$ cat src/rtl/pvic_pkg.sv
package pvic_pkg;

  // Register word addresses (mode slots start at 0, vector slots at VEC_BASE)
  localparam int VEC_BASE   = 'h20;
  localparam int ADDR_CLAIM = 'h40;
  localparam int ADDR_SPUR  = 'h41;
  localparam int ADDR_EN    = 'h42;
  localparam int ADDR_DIS   = 'h43;
  localparam int ADDR_MASK  = 'h44;
  localparam int ADDR_CLR   = 'h45;
  localparam int ADDR_EOI   = 'h46;
  localparam int ADDR_PEND  = 'h47;

  // Trigger field: bit1 = active high / rising, bit0 = edge mode
  typedef enum logic [1:0] {
    TRIG_LOW  = 2'b00,
    TRIG_FALL = 2'b01,
    TRIG_HIGH = 2'b10,
    TRIG_RISE = 2'b11
  } trig_e;

  // Strobes from control to datapath
  typedef struct packed {
    logic modeWr;
    logic vecWr;
    logic enSet;
    logic enClr;
    logic edgeClr;
    logic claim;
  } pvic_strobe_t;

endpackage

$ cat src/rtl/pvic_datapath.sv
module pvic_datapath
  import pvic_pkg::*;
#(
  parameter int NUM_SRC     = 32,
  parameter int PRIO_W      = 3,
  parameter int VEC_W       = 16,
  parameter int DATA_W      = 32,
  parameter int EXT_FIRST   = 25,
  parameter int SYNC_STAGES = 2,
  parameter int IDX_W       = $clog2(NUM_SRC)
) (
  input  logic               clk,
  input  logic               rstN,
  input  logic [NUM_SRC-1:0] srcIn,
  input  pvic_strobe_t       stb,
  input  logic [IDX_W-1:0]   regIdx,
  input  logic [DATA_W-1:0]  wData,
  output logic [DATA_W-1:0]  modeRd,
  output logic [VEC_W-1:0]   vecRd,
  output logic [NUM_SRC-1:0] maskRd,
  output logic [NUM_SRC-1:0] pendRd,
  output logic               bestValid,
  output logic [PRIO_W-1:0]  bestPrio,
  output logic [VEC_W-1:0]   bestVec
);

  logic [PRIO_W-1:0]  prioReg   [NUM_SRC];
  logic [1:0]         trigReg   [NUM_SRC];
  logic [VEC_W-1:0]   vecReg    [NUM_SRC];
  logic [NUM_SRC-1:0] syncPipe  [SYNC_STAGES];
  logic [NUM_SRC-1:0] enReg, edgeLatch, edgeNext, prevLvl, syncLvl;
  logic [NUM_SRC-1:0] edgeSeen, clrHit, pending, eligible;
  logic [IDX_W-1:0]   bestIdx;

  function automatic bit slotIsExt(int i);
    return (i == 0) || (i >= EXT_FIRST);
  endfunction

  // Input synchroniser and previous-sample register
  always_ff @(posedge clk or negedge rstN) begin
    if (!rstN) begin
      for (int s = 0; s < SYNC_STAGES; s++) syncPipe[s] <= '0;
      prevLvl <= '0;
    end else begin
      syncPipe[0] <= srcIn;
      for (int s = 1; s < SYNC_STAGES; s++) syncPipe[s] <= syncPipe[s-1];
      prevLvl <= syncLvl;
    end
  end
  assign syncLvl = syncPipe[SYNC_STAGES-1];

  // Per-source trigger detection and pending selection
  for (genvar g = 0; g < NUM_SRC; g++) begin : g_src
    always_comb begin
      edgeSeen[g] = trigReg[g][0] &&
                    (trigReg[g][1] ? (syncLvl[g] && !prevLvl[g])
                                   : (!syncLvl[g] && prevLvl[g]));
      clrHit[g]   = (stb.edgeClr && wData[g]) ||
                    (stb.claim && bestIdx == IDX_W'(g));
      if (!trigReg[g][0])   edgeNext[g] = 1'b0;
      else if (edgeSeen[g]) edgeNext[g] = 1'b1;
      else if (clrHit[g])   edgeNext[g] = 1'b0;
      else                  edgeNext[g] = edgeLatch[g];
      pending[g] = trigReg[g][0] ? edgeLatch[g]
                                 : (trigReg[g][1] ? syncLvl[g] : !syncLvl[g]);
    end
  end

  assign eligible = pending & enReg;

  // Configuration registers, enable mask and edge latches
  always_ff @(posedge clk or negedge rstN) begin
    if (!rstN) begin
      for (int i = 0; i < NUM_SRC; i++) begin
        prioReg[i] <= '0;
        trigReg[i] <= TRIG_HIGH;
        vecReg[i]  <= '0;
      end
      enReg     <= '0;
      edgeLatch <= '0;
    end else begin
      for (int i = 0; i < NUM_SRC; i++) begin
        if (stb.modeWr && regIdx == IDX_W'(i)) begin
          prioReg[i] <= wData[PRIO_W-1:0];
          trigReg[i] <= slotIsExt(i) ? wData[5:4] : {1'b1, wData[4]};
        end
        if (stb.vecWr && regIdx == IDX_W'(i)) vecReg[i] <= wData[VEC_W-1:0];
      end
      if (stb.enSet)      enReg <= enReg | wData[NUM_SRC-1:0];
      else if (stb.enClr) enReg <= enReg & ~wData[NUM_SRC-1:0];
      edgeLatch <= edgeNext;
    end
  end

  // Arbitration: highest priority, ties to lowest index (scan downward)
  always_comb begin
    bestValid = 1'b0;
    bestPrio  = '0;
    bestIdx   = '0;
    for (int i = NUM_SRC - 1; i >= 0; i--) begin
      if (eligible[i] && (!bestValid || prioReg[i] >= bestPrio)) begin
        bestValid = 1'b1;
        bestPrio  = prioReg[i];
        bestIdx   = IDX_W'(i);
      end
    end
  end

  assign bestVec = vecReg[bestIdx];
  assign modeRd  = DATA_W'({trigReg[regIdx], 1'b0, prioReg[regIdx]});
  assign vecRd   = vecReg[regIdx];
  assign maskRd  = enReg;
  assign pendRd  = pending;

endmodule

$ cat src/rtl/pvic_control.sv
module pvic_control
  import pvic_pkg::*;
#(
  parameter int NUM_SRC     = 32,
  parameter int PRIO_W      = 3,
  parameter int VEC_W       = 16,
  parameter int DATA_W      = 32,
  parameter int ADDR_W      = 7,
  parameter int STACK_DEPTH = 8,
  parameter int IDX_W       = $clog2(NUM_SRC),
  parameter int DEPTH_W     = $clog2(STACK_DEPTH + 1)
) (
  input  logic               clk,
  input  logic               rstN,
  input  logic               busSel,
  input  logic               busWr,
  input  logic [ADDR_W-1:0]  busAddr,
  input  logic [DATA_W-1:0]  busWData,
  output logic [DATA_W-1:0]  busRData,
  output logic               irqOut,
  output pvic_strobe_t       stb,
  output logic [IDX_W-1:0]   regIdx,
  output logic [DEPTH_W-1:0] depth,
  input  logic [DATA_W-1:0]  modeRd,
  input  logic [VEC_W-1:0]   vecRd,
  input  logic [NUM_SRC-1:0] maskRd,
  input  logic [NUM_SRC-1:0] pendRd,
  input  logic               bestValid,
  input  logic [PRIO_W-1:0]  bestPrio,
  input  logic [VEC_W-1:0]   bestVec
);

  localparam int SP_W = (STACK_DEPTH > 1) ? $clog2(STACK_DEPTH) : 1;
  localparam logic [ADDR_W-1:0] A_VEC   = ADDR_W'(VEC_BASE);
  localparam logic [ADDR_W-1:0] A_VEND  = ADDR_W'(VEC_BASE + NUM_SRC);
  localparam logic [ADDR_W-1:0] A_NSRC  = ADDR_W'(NUM_SRC);
  localparam logic [ADDR_W-1:0] A_CLAIM = ADDR_W'(ADDR_CLAIM);
  localparam logic [ADDR_W-1:0] A_SPUR  = ADDR_W'(ADDR_SPUR);
  localparam logic [ADDR_W-1:0] A_EN    = ADDR_W'(ADDR_EN);
  localparam logic [ADDR_W-1:0] A_DIS   = ADDR_W'(ADDR_DIS);
  localparam logic [ADDR_W-1:0] A_MASK  = ADDR_W'(ADDR_MASK);
  localparam logic [ADDR_W-1:0] A_CLR   = ADDR_W'(ADDR_CLR);
  localparam logic [ADDR_W-1:0] A_EOI   = ADDR_W'(ADDR_EOI);
  localparam logic [ADDR_W-1:0] A_PEND  = ADDR_W'(ADDR_PEND);

  logic [PRIO_W-1:0] stackMem [STACK_DEPTH];
  logic [PRIO_W-1:0] topPrio;
  logic [VEC_W-1:0]  spurVec;
  logic              wrAcc, rdAcc, isMode, isVec, claimable, popStb;
  logic [DATA_W-1:0] wDataUnused;

  assign wDataUnused = busWData;
  assign wrAcc  = busSel && busWr;
  assign rdAcc  = busSel && !busWr;
  assign isMode = busAddr < A_NSRC;
  assign isVec  = (busAddr >= A_VEC) && (busAddr < A_VEND);
  assign regIdx = isVec ? IDX_W'(busAddr - A_VEC) : IDX_W'(busAddr);

  // Nesting comparison against the top of the in-service stack
  assign topPrio   = stackMem[SP_W'(depth - 1'b1)];
  assign claimable = bestValid && (depth < DEPTH_W'(STACK_DEPTH)) &&
                     ((depth == '0) || (bestPrio > topPrio));
  assign irqOut    = claimable;

  always_comb begin
    stb         = '0;
    stb.modeWr  = wrAcc && isMode;
    stb.vecWr   = wrAcc && isVec;
    stb.enSet   = wrAcc && busAddr == A_EN;
    stb.enClr   = wrAcc && busAddr == A_DIS;
    stb.edgeClr = wrAcc && busAddr == A_CLR;
    stb.claim   = rdAcc && busAddr == A_CLAIM && claimable;
  end
  assign popStb = wrAcc && busAddr == A_EOI;

  // Stack depth and fallback vector
  always_ff @(posedge clk or negedge rstN) begin
    if (!rstN) begin
      depth   <= '0;
      spurVec <= '0;
    end else begin
      if (stb.claim)                depth <= depth + 1'b1;
      else if (popStb && depth != 0) depth <= depth - 1'b1;
      if (wrAcc && busAddr == A_SPUR) spurVec <= busWData[VEC_W-1:0];
    end
  end

  // Stack storage (no reset needed: entries are only read below depth)
  always_ff @(posedge clk) begin
    if (stb.claim) stackMem[SP_W'(depth)] <= bestPrio;
  end

  // Read mux
  always_comb begin
    busRData = '0;
    if (isMode)     busRData = modeRd;
    else if (isVec) busRData = DATA_W'(vecRd);
    else begin
      case (busAddr)
        A_CLAIM: busRData = DATA_W'(claimable ? bestVec : spurVec);
        A_SPUR:  busRData = DATA_W'(spurVec);
        A_MASK:  busRData = DATA_W'(maskRd);
        A_PEND:  busRData = DATA_W'(pendRd);
        default: busRData = '0;
      endcase
    end
  end

endmodule

$ cat src/rtl/pvic_top.sv
module pvic_top
  import pvic_pkg::*;
#(
  parameter int NUM_SRC     = 32,
  parameter int PRIO_W      = 3,
  parameter int VEC_W       = 16,
  parameter int DATA_W      = 32,
  parameter int ADDR_W      = 7,
  parameter int STACK_DEPTH = 8,
  parameter int EXT_FIRST   = 25,
  parameter int SYNC_STAGES = 2
) (
  input  logic               clk,
  input  logic               rstN,
  input  logic [NUM_SRC-1:0] srcIn,
  input  logic               busSel,
  input  logic               busWr,
  input  logic [ADDR_W-1:0]  busAddr,
  input  logic [DATA_W-1:0]  busWData,
  output logic [DATA_W-1:0]  busRData,
  output logic               irqOut
);

  localparam int IDX_W   = $clog2(NUM_SRC);
  localparam int DEPTH_W = $clog2(STACK_DEPTH + 1);

  pvic_strobe_t       stb;
  logic [IDX_W-1:0]   regIdx;
  logic [DEPTH_W-1:0] stackDepth;
  logic [DATA_W-1:0]  modeRd;
  logic [VEC_W-1:0]   vecRd, bestVec;
  logic [NUM_SRC-1:0] maskRd, pendRd;
  logic               bestValid;
  logic [PRIO_W-1:0]  bestPrio;

  pvic_control #(
    .NUM_SRC(NUM_SRC), .PRIO_W(PRIO_W), .VEC_W(VEC_W), .DATA_W(DATA_W),
    .ADDR_W(ADDR_W), .STACK_DEPTH(STACK_DEPTH), .IDX_W(IDX_W), .DEPTH_W(DEPTH_W)
  ) u_ctrl (
    .clk(clk), .rstN(rstN), .busSel(busSel), .busWr(busWr), .busAddr(busAddr),
    .busWData(busWData), .busRData(busRData), .irqOut(irqOut), .stb(stb),
    .regIdx(regIdx), .depth(stackDepth), .modeRd(modeRd), .vecRd(vecRd),
    .maskRd(maskRd), .pendRd(pendRd), .bestValid(bestValid),
    .bestPrio(bestPrio), .bestVec(bestVec)
  );

  pvic_datapath #(
    .NUM_SRC(NUM_SRC), .PRIO_W(PRIO_W), .VEC_W(VEC_W), .DATA_W(DATA_W),
    .EXT_FIRST(EXT_FIRST), .SYNC_STAGES(SYNC_STAGES), .IDX_W(IDX_W)
  ) u_dp (
    .clk(clk), .rstN(rstN), .srcIn(srcIn), .stb(stb), .regIdx(regIdx),
    .wData(busWData), .modeRd(modeRd), .vecRd(vecRd), .maskRd(maskRd),
    .pendRd(pendRd), .bestValid(bestValid), .bestPrio(bestPrio),
    .bestVec(bestVec)
  );

endmodule

$ cat config.mk
export PLATFORM = sky130hd
export DESIGN_NAME = pvic_top
export DESIGN_NICKNAME = d
export VERILOG_FILES = /design/src/rtl/pvic_pkg.sv /design/src/rtl/pvic_datapath.sv /design/src/rtl/pvic_control.sv /design/src/rtl/pvic_top.sv
export SDC_FILE = /design/constraint.sdc
export NUM_CORES = 2
export LEC_CHECK = 0
export BUFFER_PORTS_ARGS = -buffer_cell sky130_fd_sc_hd__buf_2
export CORE_MARGIN = 2
export CORE_UTILIZATION = 60
export DETAILED_ROUTE_END_ITERATION = 12
export GPL_TIMING_DRIVEN = 0
export HOLD_SLACK_MARGIN = 0.02
export PLACE_DENSITY = 0.8
export SYNTH_ARGS = -nofsm -noshare
export SYNTH_HDL_FRONTEND = slang
export SYNTH_HIERARCHICAL = 1
export SYNTH_SLANG_ARGS = --single-unit
$ cat constraint.sdc
create_clock -name clk -period 89.8 [get_ports clk]
set_input_delay 17.96 -clock clk [delete_from_list [all_inputs] [get_ports clk]]
set_output_delay 17.96 -clock clk [all_outputs]
set_load 0.005 [all_outputs]
== Word-level counts from Yosys, hierarchy flattened ==
Memory sizes are Yosys's and may differ from the RTL's.
Cells that the tools add are included.
Widths: inputs -> output; s select.
Word-level totals
  bits in registers: 828
  bits in latches: 0
  RAM bits: 24
  memory bits (read-only): 0
  bits of input ports: 75
  output and inout port bits: 33
  logic and storage cells: 935
  memories: 1
Operators by class
  $add $sub $neg: 3
  $mul: 0
  div/mod/pow operators: 0
  order comparisons: 38
  eq/ne operators: 102
  shift operators: 0
  mux-type cells: 263
  bitwise logic cells: 6
  reduce and logical (&&, ||, !) cells: 388
Memories
  u_ctrl.stackMem: depth 8, width 3, rd ports 1, clocked after memory_dff 0, write ports 1, RTL line pvic_control.sv:46  | logic [PRIO_W-1:0] stackMem [STACK_DEPTH];
Operators by type and width (count)
  $logic_and 1x1->1: 246
  $mux 1: 178
  $mux 5: 33
  $bmux 16 s5: 2
  $eq 5x5->1 const B: 32
  $mux 32: 4
  $pmux 32 s4: 1
  $mux 3: 34
  $ne 3x3->1 const B: 32
  $ge 3x3->1: 31
  $eq 5x4->1 const B: 16
  $mux 16: 5
  $logic_not 1->1: 72
  $and 32x32->32: 2
  $logic_or 1x1->1: 64
  $eq 7x7->1 const B: 8
  $eq 5x3->1 const B: 8
  $not 32->32: 1
  $or 32x32->32: 1
  $eq 5x2->1 const B: 4
  $bmux 3 s5: 1
  $ge 6x6->1 const B: 2
  $not 5->6: 2
  $bmux 2 s5: 1
  other kinds (15): 20

== Logic depth before layout (Yosys ltp) ==
  word-level depth: 138
  mapped depth: 231
  mapped depth without buffers: 220

== Cells and area by module ==
The synthesis kept the hierarchy.
Modules (own cells, without submodules)
  pvic_datapath: instances 1, cells each 3716, area each 44950.6 µm², seq. area each 20229.4 µm²
  pvic_control: instances 1, cells each 330, area each 3148.0 µm², seq. area each 1221.2 µm²

== Least setup slack after synthesis ==
No wires, ideal clock.
  path kind: register to output
  start: register u_dp/trigReg[1] (netlist name)
  end: output busRData[3]
  arrival: 44.337 ns
  required time: 71.840 ns
  path slack: 27.503 ns
  stages on the path, launching flop included: 218
  path buffers: 13
  cell sequence: dfstp_2 xor2_1 o31ai_2 and2_1 ha_1 nand2b_1 a211oi_1 o21ai_0 a32o_1 ha_1 nand2b_1 a21o_1 a221oi_2 or2_1 mux2_4 ha_1 nand2b_1 a21o_1 [... 182 more ...] a211oi_1 nor2_1 mux2_2 ha_1 nand2b_1 a21o_1 a21oi_1 a21o_1 o21ai_0 nor4_1 and4_1 clkbuf_1 clkbuf_1 o21ai_0 a2111oi_0 a22oi_1 a221oi_1 a21oi_1
Between the ends
  word-level cells in the longest chain between the ends: 136
  elaborated cells between the ends (all ways): 235
  classes of those cells: order compare: 32; mux: 105; bitwise: 2; reduce/logical: 96
Ends and longest elaborated chain
  from (decl): RTL line pvic_datapath.sv:28  | logic [1:0] trigReg [NUM_SRC];
  from (signal, indexed assignment): RTL line pvic_datapath.sv:85  | trigReg[i] <= slotIsExt(i) ? wData[5:4] : {1'b1, wData[4]};
  $mux 1 (*): RTL line pvic_datapath.sv:65  | : (trigReg[g][1] ? syncLvl[g] : !syncLvl[g]);
  $mux 1 (*): RTL line pvic_datapath.sv:64  | pending[g] = trigReg[g][0] ? edgeLatch[g]
  $and 32x32->32 (*): RTL line pvic_datapath.sv:69  | assign eligible = pending & enReg;
  $mux 3 / $mux 1 (equally long branches): RTL line pvic_datapath.sv:101  | if (eligible[i] && (!bestValid || prioReg[i] >= bestPrio)) begin
  $ge 3x3->1 / $logic_not 1->1 (equally long branches): RTL line pvic_datapath.sv:101
  $logic_or 1x1->1: RTL line pvic_datapath.sv:101
  $logic_and 1x1->1: RTL line pvic_datapath.sv:101
  $mux 3 / $mux 1 (equally long branches): RTL line pvic_datapath.sv:101
  [... 120 more ...]
  $not 5->6 (not written as such) (*): RTL line pvic_datapath.sv:109  | assign bestVec = vecReg[bestIdx];
  $bmux 16 s5 (*): RTL line pvic_datapath.sv:109
  $mux 16 (not written as such) (*) (2 in a row): RTL line pvic_datapath.sv:109
  named net bestVec[3]: RTL line pvic_top.sv:31  | logic [VEC_W-1:0] vecRd, bestVec;
  $mux 16 (*): RTL line pvic_control.sv:100  | A_CLAIM: busRData = DATA_W'(claimable ? bestVec : spurVec);
  $pmux 32 s4 (*): RTL line pvic_control.sv:99  | case (busAddr)
  $mux 32 (*): RTL line pvic_control.sv:97  | else if (isVec) busRData = DATA_W'(vecRd);
  $mux 32 (*): RTL line pvic_control.sv:96  | if (isMode) busRData = modeRd;
  to (decl): RTL line pvic_top.sv:20  | output logic [DATA_W-1:0] busRData,
The timed path passes the listed nets; every way through them passes the cells marked *. The select of a mux whose other input is x is not followed.

== Worst setup path after layout ==
  start: register u_dp/trigReg[1] (netlist name)
  end: output busRData[2]
Same word-level chain as after synthesis.

==> results_dict.tcl <==
set metrics [dict create \
    clock_sinks 852 \
    drt_iter0_drc 6470 \
    setup_tns_ns 0 \
    status "complete, but fails checks" \
    path_clk_slew_ns 0.06 \
    route.detailed.drc 0 \
    die_x_um 287 \
    track_usage_pct 47.6 \
    rrSetupSlack_ns 33.97 \
    cts.repair.resized 0 \
    critPathKind "flop to primary output" \
    synthDistinctLibCells 121 \
    critPathLaunch "u_dp/trigReg[1]" \
    initial_core_util_pct 60.8 \
    min-delay-start "u_dp/syncPipe[36]" \
    violations "capacitance limit, slew limit" \
    clock_skew_ns 0.0195 \
    r2r_start "u_dp/trigReg[1]" \
    min_path_cells 0 \
    p_int_w 0.000717 \
    dr.pass1.iters 9 \
    grt_pass1_wl_um 276000 \
    nNetsFinal 4432 \
    netlist_area_um2 48100 \
    postCtsSetupBuffers 0 \
    ios 108 \
    swShare_pct 36.8 \
    min_period_over_period_pct 84.0 \
    grt_antenna_before_repair 12 \
    yosys_warnings 6 \
    seqPwrFrac_pct 37.2 \
    core-area_um2 79100 \
    cts_hold_buffers 0 \
    vias 40100 \
    p_leak_nw 24.0 \
    cts_root_buffer "clkbuf_16" \
    ys_seq_area_share_pct 44.6 \
    drt-vias-per-instance 7.42 \
    clk_latency_ns 0.67 \
    totalWireLength_um 197000 \
    dp_hpwl_um 139000 \
    total_power_w 0.00113 \
    avgRoutedWirePerCell_um 36.3 \
    cp_slowest_cell "nor4_1" \
    worst_pin_slew_ns 1.64 \
    area_growth_pct 11.0 \
    arrival_ns 57.51 \
    fin_cells 5410 \
    path_common_cell "ha_1" \
    ir_drop_mv 0.0285 \
    slew_headroom_pct -10.3 \
    synth-edff-count 24 \
    r2r_cells 215 \
    grt_pass1_vias 38500 \
    avgSynthCellArea_um2 11.9 \
    gp_congestion 1.06 \
    ys_ff_latch 852 \
    critPathMaxFanout 11 \
    cp_data_required_time_ns 71.84 \
    power-per-cell-area_nw_per_um2 21.2 \
    num_rows 103 \
    comb_power_share_pct 28.4 \
    end_kind "primary output" \
    die_height_um 287 \
    numCtsBuffers 91 \
    hold_class "flop to flop" \
    drtAntennaViolNets 0 \
    async_flop_share_pct 97.2 \
    grt_max_degree 122 \
    nFillCells 6049 \
    max_stage_delay_ns 1.26 \
    die-area_um2 82400 \
    fin_area_um2 53400 \
    io_buffers 107 \
    h-tree-depth 3 \
    power.switching_w 0.000417 \
    fmax_ghz 0.0133 \
    tritoncts "done" \
    min_period_ns 75.47 \
    cts_max_path_buffers 3 \
    setup_viol 0 \
    pwr-share-clk_pct 34.4 \
    hold_viol_final 0 \
    final_max_slew_viol_count 114 \
    drv_cap 16 \
    rsz0062_at_grt "no" \
    dpl.cell_count 5238 \
    gr-total-overflow 0 \
    whs_endpoint "u_dp/syncLvl[4]" \
    synthFlopType "dfrtp_1" \
    r2r-end "u_dp/edgeLatch[21]" \
    postPlaceCellArea_um2 50300 \
    synthCells 4046 \
    drive_above_1_share_pct 31.4 \
    startpoint_type "flop" \
]
final cells by class:
cell class | instances | area (um^2) | share of cell area (%)
Clock inverter | 39 | 462 | 0.864
Antenna cell | 6 | 15.0 | 0.0281
Buffer | 295 | 1350 | 2.52
Timing Repair Buffer | 116 | 761 | 1.42
Tap cell | 1050 | 1310 | 2.46
Clock buffer | 127 | 2640 | 4.94
Sequential cell | 852 | 21500 | 40.2
Inverter | 84 | 315 | 0.590
Multi-Input combinational cell | 2841 | 25100 | 47.0
kinds of logic after synthesis:
group	synth area share (%)
simple gates	9.00
other cells	0.00780
mux	29.6
fa+ha+maj	2.04
xor+xnor	0.200
buf+inv	3.42
flops	44.6
compound gates	11.2
power groups by stage:
stage | Clock, W | Sequential, W | Combinational [W]
finish | 0.000390 | 0.000422 | 0.000321
CTS | 0.000391 | 0.000421 | 0.000293
detailed placement | 0 | 0.000428 | 0.000291
global placement | 0 | 0.000427 | 0.000286
global route | 0.000406 | 0.000423 | 0.000316
floorplan | 0 | 0.000421 | 0.000155
registers in the layout (all words and copies together), names as in the netlist, named ones only:
signal,flops
u_dp/prevLvl,32
u_dp/syncLvl,32
u_dp/syncPipe,32
u_ctrl/stackMem,24
u_dp/trigReg,40
u_ctrl/spurVec,16
u_dp/edgeLatch,32
u_dp/prioReg,96
u_ctrl/depth,4
u_dp/vecReg,512
synth_stat cells, drive strengths merged (8+ instances only):
master	count	area share (%)
a22oi	43	0.67
a2111oi	31	0.68
and3	10	0.13
a21boi	39	0.61
or2	24	0.31
a221o	11	0.23
a21oi	148	1.6
nor3	45	0.55
nand3	83	0.87
ha	76	2.0
dfstp	8	0.44
a221oi	23	0.43
edfxtp	24	1.5
mux2i	144	3.0
clkbuf	200	1.6
o22ai	43	0.57
o21a	12	0.21
a21o	22	0.34
o31ai	11	0.18
o221ai	12	0.22
xor2	8	0.15
nand4	11	0.16
nand2b	71	0.92
a211oi	32	0.55
inv	83	0.65
nand2	429	3.4
a31oi	23	0.34
nor2b	19	0.25
o21ai	84	0.93
o31a	8	0.15
dfrtp	820	43
mux2	717	17
nor2	141	1.1
buf	95	1.2
a22o	37	0.67
mux4	208	9.7
and2	46	0.60
nor4	22	0.30
o2111ai	9	0.16
o211ai	71	1.1
placed cells by master, fill, tap and decap left out, types with 76 or more instances in the layout:
master	netlist	final
dfrtp_1	820	820
mux2i_1	144	144
inv_1	81	81
buf_2	34	141
clkbuf_1	200	203
nand3_1	82	82
mux2_2	702	702
mux4_2	208	208
nand2_1	428	428
clkbuf_16	0	91
ha_1	76	76
nor2_1	138	137
a21oi_1	144	144
routing by layer:
| metal | wire length (um) | track usage (%) |
|---|---|---|
| met3 | 31800 | 23.4 |
| met1 | 69100 | 59.6 |
| met4 | 16900 | 30.8 |
| met2 | 78400 | 65.1 |
| met5 | 339 | 1.63 |
stage by stage:
step / util (%) / hold WS (ns) / setup WS [ns]
6_report: 67.5 / 0.348 / 14.33
5_1_grt: 67.5 / 0.352 / 11.49
4_1_cts: 67.5 / 0.348 / 16.35
3_5_place_dp: 63.5 / 0.335 / 17.20
3_3_place_gp: 63.2 / 0.332 / 17.63
2_1_floorplan: - / 0.331 / 27.50
critical path, delay by kind of cell (launching register included):
| family | cells | cell delay [ns] |
|---|---|---|
| AO/OA/AOI/OAI | 87 | 21.96 |
| AND/OR/NAND/NOR | 65 | 13.51 |
| adder cells (fa/ha/maj) | 33 | 8.80 |
| buffers and inverters | 19 | 6.76 |
| multiplexers | 13 | 4.97 |
| flip-flops | 1 | 0.58 |
| XOR/XNOR | 1 | 0.12 |
worst max-delay path by stage:
| stage | to | cells after the start |
|---|---|---|
| CTS | busRData[2] | 217 |
| global placement | busRData[2] | 217 |
| detailed placement | busRData[2] | 217 |
| finish | busRData[2] | 218 |
| floorplan | busRData[3] | 217 |
| global route | busRData[2] | 219 |
Note: power is estimated with default switching activity, not from simulation.
